$ cat config.mk
export PLATFORM = sky130hd
export DESIGN_NAME = xroad_signal_ctrl
export DESIGN_NICKNAME = d
export VERILOG_FILES = /design/src/rtl/xroad_pkg.sv /design/src/rtl/xroad_phase_timer.sv /design/src/rtl/xroad_seq_ctrl.sv /design/src/rtl/xroad_lamp_decode.sv /design/src/rtl/xroad_signal_ctrl.sv
export SDC_FILE = /design/constraint.sdc
export NUM_CORES = 1
export LEC_CHECK = 0
export BUFFER_PORTS_ARGS = -buffer_cell sky130_fd_sc_hd__clkbuf_2
export CORE_AREA = 8 8 45 47
export CTS_CLUSTER_DIAMETER = 50
export CTS_CLUSTER_SIZE = 28
export DETAILED_ROUTE_END_ITERATION = 6
export DIE_AREA = 0 0 53 55
export PLACE_DENSITY = 0.49
export SYNTH_ARGS = -nofsm -noshare
export SYNTH_HDL_FRONTEND = slang
export SYNTH_HIERARCHICAL = 1
export SYNTH_SLANG_ARGS = --single-unit
export TNS_END_PERCENT = 100
$ cat constraint.sdc
create_clock -name clk -period 2.7 [get_ports clk]
set_input_delay 0.135 -clock clk [delete_from_list [all_inputs] [get_ports clk]]
set_output_delay 0.135 -clock clk [all_outputs]
set_load 0.01 [all_outputs]
$ cat src/rtl/xroad_pkg.sv
package xroad_pkg;

  typedef enum logic [1:0] {
    PH_A_RED_B_GREEN  = 2'd0,
    PH_A_RED_B_YELLOW = 2'd1,
    PH_A_GREEN_B_RED  = 2'd2,
    PH_A_YELLOW_B_RED = 2'd3
  } phase_e;

  localparam int NUM_PHASES = 4;

  // strobes from the sequencer to the phase timer
  typedef struct packed {
    logic   loadTimer;
    phase_e loadPhase;
  } ctrlStrobe_t;

  function automatic phase_e ringNext(phase_e cur);
    logic [1:0] nxt;
    nxt = cur + 2'd1;
    return phase_e'(nxt);
  endfunction

endpackage

$ cat src/rtl/xroad_phase_timer.sv
module xroad_phase_timer
  import xroad_pkg::*;
#(
  parameter int GREEN_A_CYCLES  = 8,
  parameter int YELLOW_A_CYCLES = 2,
  parameter int GREEN_B_CYCLES  = 8,
  parameter int YELLOW_B_CYCLES = 2,
  parameter int CNT_W           = 4
) (
  input  logic        clk,
  input  logic        rst,
  input  ctrlStrobe_t strobe,
  output logic        timeout
);

  function automatic int phaseDur(int idx);
    case (idx)
      0:       return GREEN_B_CYCLES;
      1:       return YELLOW_B_CYCLES;
      2:       return GREEN_A_CYCLES;
      default: return YELLOW_A_CYCLES;
    endcase
  endfunction

  logic [CNT_W-1:0] loadTable [NUM_PHASES];
  logic [CNT_W-1:0] count;

  // reload value is duration minus one so that the zero cycle is the last one
  for (genvar i = 0; i < NUM_PHASES; i++) begin : g_load
    assign loadTable[i] = CNT_W'(phaseDur(i) - 1);
  end

  always_ff @(posedge clk) begin
    if (rst) begin
      count <= loadTable[PH_A_RED_B_GREEN];
    end else if (strobe.loadTimer) begin
      count <= loadTable[strobe.loadPhase];
    end else begin
      count <= count - 1'b1;
    end
  end

  assign timeout = (count == '0);

endmodule

$ cat src/rtl/xroad_seq_ctrl.sv
module xroad_seq_ctrl
  import xroad_pkg::*;
(
  input  logic        clk,
  input  logic        rst,
  input  logic        timeout,
  output ctrlStrobe_t strobe,
  output phase_e      phase
);

  phase_e phaseNext;

  always_comb begin
    phaseNext = phase;
    if (timeout) begin
      phaseNext = ringNext(phase);
    end
  end

  always_ff @(posedge clk) begin
    if (rst) begin
      phase <= PH_A_RED_B_GREEN;
    end else begin
      phase <= phaseNext;
    end
  end

  always_comb begin
    strobe.loadTimer = timeout;
    strobe.loadPhase = ringNext(phase);
  end

endmodule

$ cat src/rtl/xroad_lamp_decode.sv
module xroad_lamp_decode
  import xroad_pkg::*;
(
  input  phase_e phase,
  output logic   aRed,
  output logic   aYellow,
  output logic   aGreen,
  output logic   bRed,
  output logic   bYellow,
  output logic   bGreen
);

  always_comb begin
    {aRed, aYellow, aGreen, bRed, bYellow, bGreen} = 6'b100001;
    case (phase)
      PH_A_RED_B_GREEN:  {aRed, aYellow, aGreen, bRed, bYellow, bGreen} = 6'b100001;
      PH_A_RED_B_YELLOW: {aRed, aYellow, aGreen, bRed, bYellow, bGreen} = 6'b100010;
      PH_A_GREEN_B_RED:  {aRed, aYellow, aGreen, bRed, bYellow, bGreen} = 6'b001100;
      PH_A_YELLOW_B_RED: {aRed, aYellow, aGreen, bRed, bYellow, bGreen} = 6'b010100;
      default:           {aRed, aYellow, aGreen, bRed, bYellow, bGreen} = 6'b100100;
    endcase
  end

endmodule

$ cat src/rtl/xroad_signal_ctrl.sv
module xroad_signal_ctrl
  import xroad_pkg::*;
#(
  parameter int GREEN_A_CYCLES  = 8,
  parameter int YELLOW_A_CYCLES = 2,
  parameter int GREEN_B_CYCLES  = 8,
  parameter int YELLOW_B_CYCLES = 2
) (
  input  logic       clk,
  input  logic       rst,
  output logic       aRed,
  output logic       aYellow,
  output logic       aGreen,
  output logic       bRed,
  output logic       bYellow,
  output logic       bGreen,
  output logic [1:0] phaseCode
);

  localparam int MAX_AB  = (GREEN_A_CYCLES > YELLOW_A_CYCLES) ? GREEN_A_CYCLES : YELLOW_A_CYCLES;
  localparam int MAX_BB  = (GREEN_B_CYCLES > YELLOW_B_CYCLES) ? GREEN_B_CYCLES : YELLOW_B_CYCLES;
  localparam int MAX_DUR = (MAX_AB > MAX_BB) ? MAX_AB : MAX_BB;
  localparam int CNT_W   = (MAX_DUR > 1) ? $clog2(MAX_DUR) : 1;

  ctrlStrobe_t strobe;
  logic        timeout;
  phase_e      phase;

  xroad_seq_ctrl u_ctrl (
    .clk     (clk),
    .rst     (rst),
    .timeout (timeout),
    .strobe  (strobe),
    .phase   (phase)
  );

  xroad_phase_timer #(
    .GREEN_A_CYCLES  (GREEN_A_CYCLES),
    .YELLOW_A_CYCLES (YELLOW_A_CYCLES),
    .GREEN_B_CYCLES  (GREEN_B_CYCLES),
    .YELLOW_B_CYCLES (YELLOW_B_CYCLES),
    .CNT_W           (CNT_W)
  ) u_timer (
    .clk     (clk),
    .rst     (rst),
    .strobe  (strobe),
    .timeout (timeout)
  );

  xroad_lamp_decode u_lamps (
    .phase   (phase),
    .aRed    (aRed),
    .aYellow (aYellow),
    .aGreen  (aGreen),
    .bRed    (bRed),
    .bYellow (bYellow),
    .bGreen  (bGreen)
  );

  assign phaseCode = phase;

endmodule

==> metrics.log <==
[metrics] hold buffer count at CTS: 0
[metrics] Layout area overhead: 31.8%
[metrics] All-Layer GR Usage: 3.83%
[metrics] setup repair after global routing missed its margin: no
[metrics] Die Height: 55 um
[metrics] floorplan die width: 53 um
[metrics] Iteration-0 DRC Markers: 1
[metrics] core area: 1380 sq um
[metrics] DP Wirelength: 360 um
[metrics] first-pass GRT wire length: 752 um
[metrics] sort of element at the end of the critical path: register
[metrics] CTS tree: yes
[metrics] insertion delay to the later sink of the worst-skew pair: 0.24 ns
[metrics] utilization after layout: 24.0%
[metrics] Critical Path RT: 2.82 ns
[metrics] initial antenna violation count: 0
[metrics] Max Clock Skew: 0.000607 ns
[metrics] worst min-delay path class: in2reg
[metrics] total gr overflow: 0
[metrics] time the worst path needs with I/O delays and setup: 1.27 ns
[metrics] number of diodes added for antenna fixing: 0
[metrics] hold violation count in the final report: 0
[metrics] average wire per standard cell: 8.50 um
[metrics] H-tree depth: 1
[metrics] nature of the critical path startpoint: register
[metrics] run status: completed
[metrics] Root Buffer Master: sky130_fd_sc_hd__clkbuf_4
[metrics] power density normalized to cell area: 542 nW/um^2
[metrics] number of setup violations in the final report: 0
[metrics] number of synthesis warnings: 6
[metrics] layout cell share with drive strength beyond 1: 30.0%
[metrics] Fin Setup TNS: 0 ns
[metrics] highest fanout seen on the critical path: 7
[metrics] pin count of the biggest net entering global routing: 10
[metrics] instance count after placement with tap cells included: 52
[metrics] number of buffers created by CTS: 3
[metrics] I/O pin count: 10
[metrics] critical path's slowest cell: sky130_fd_sc_hd__or3_1
[metrics] count of buffers added by post-CTS timing repair for setup: 0
[metrics] Mapped Nets: 33
[metrics] post-synthesis area per instance: 8.67 sq um
[metrics] placement row count: 14
[metrics] detailed-routing iteration count for the pre-antenna-repair pass: 3
[metrics] summed instance area of the synthesized netlist: 251 sq um
[metrics] measured slew at the worst slew-check pin: 0.269 ns
[metrics] leakage power: 0.177 nW
[metrics] count of vias placed by the detailed router: 212
[metrics] maximum operating frequency: 0.785 GHz
[metrics] vias in the first global route: 193
[metrics] Post-Synthesis Cells: 29
[metrics] critical path class: reg2reg
[metrics] Maximum Capacitance Violations: 0
[metrics] maximum resistive drop on vdd: 0.269 mV
[metrics] overall routed net length: 476 um
[metrics] area of the die: 2920 sq um
[metrics] gp weighted congestion: 0.689
[metrics] count of buffers from port buffering: 9
[metrics] Starting Density: 18.2%
[metrics] Final Power: 0.180 mW
[metrics] portion of the clock cycle consumed by the worst path in the final layout: 47.2%
[metrics] arrival time of data at the critical path endpoint: 1.40 ns
[metrics] Crit path largest cell delay: 0.36 ns
[metrics] number of standard cells in the layout, taps in and fillers out: 56
[metrics] worst slew margin relative to its limit: 82.0%
[metrics] ordered cell list for the critical path: inv_1, ha_1, ha_1, or3_1
[metrics] CTS max path bufs: 2
[metrics] DRC violation count after routing: 0
[metrics] ANT nets after route: 0
[metrics] Vias per Instance: 3.79
[metrics] Nets: 45
[metrics] number of clock sinks seen by CTS: 5
[metrics] clock slew at reported path FFs: 0.04 ns
[metrics] max-slew violations: 0
[metrics] total of cells resized after clock tree synthesis: 0
[metrics] most used cell, CP: sky130_fd_sc_hd__ha_1
[registers in the layout, indices dropped and copies added (netlist names)]
register,cells
u_timer/count,3
u_ctrl/phase,2
[layer usage]
layer  track usage (%)  routed length, um  up-vias
met3              4.55                100        2
met5                 0                  0        -
met2              4.88                170       12
met1              3.34                198       86
met4              2.59                  6        0
li1                  -                  -      112
[through the flow]
step                      hold slack, ns  instance area [sq um]  worst slack, ns
after global placement             0.371                    305             1.44
after floorplan                    0.204                    251             1.39
after global routing               0.137                    332             1.34
after CTS                          0.116                    332             1.42
after detailed placement           0.375                    305             1.44
final                              0.119                    332             1.43
[path summary, 6_finish.rpt]
| path | cells after the start | from | slack (ns) | end |
|---|---|---|---|---|
| max | 4 | u_timer/count[0] | 1.43 | u_timer/count[0] |
| min | 2 | rst | 0.12 | u_ctrl/phase[0] |
| max reg2reg | 4 | u_timer/count[0] | 1.43 | u_timer/count[0] |
| min reg2reg | 2 | u_timer/count[0] | 0.47 | u_timer/count[0] |
[layout make-up]
cell class / instances / area (sq um)
tap: 16 / 20.0
multi-input combinational: 17 / 121
sequential: 5 / 100
inverter: 5 / 18.8
fill: 158 / 1050
clock buffer: 4 / 26.3
timing repair buffer: 9 / 45.0
[power breakdown]
group	internal [mW]	switching [mW]	leakage, nW	total [mW]
registers	0.0784	0.00127	0.0410	0.0797
logic	0.00675	0.00633	0.121	0.0131
clock network	0.0559	0.0309	0.0150	0.0868
total	0.141	0.0385	0.177	0.180
[worst max-delay path, delay by kind of cell, from the launching register on]
family                   cells  cell delay (ns)
adder cells (fa/ha/maj)      2             0.45
buffers and inverters        1             0.04
flip-flops                   1             0.30
AND/OR/NAND/NOR              1             0.36
[cell usage in the layout, fill, tap and decap left out, types with 2 or more instances in the layout]
master and n:
sky130_fd_sc_hd__clkbuf_2 9, sky130_fd_sc_hd__inv_1 5, sky130_fd_sc_hd__dfxtp_1 5, sky130_fd_sc_hd__clkbuf_4 3
sky130_fd_sc_hd__nor2_1 2, sky130_fd_sc_hd__nand2b_1 2, sky130_fd_sc_hd__a21o_1 2, sky130_fd_sc_hd__ha_1 2
No activity file was read; power rests on OpenSTA's default activity.
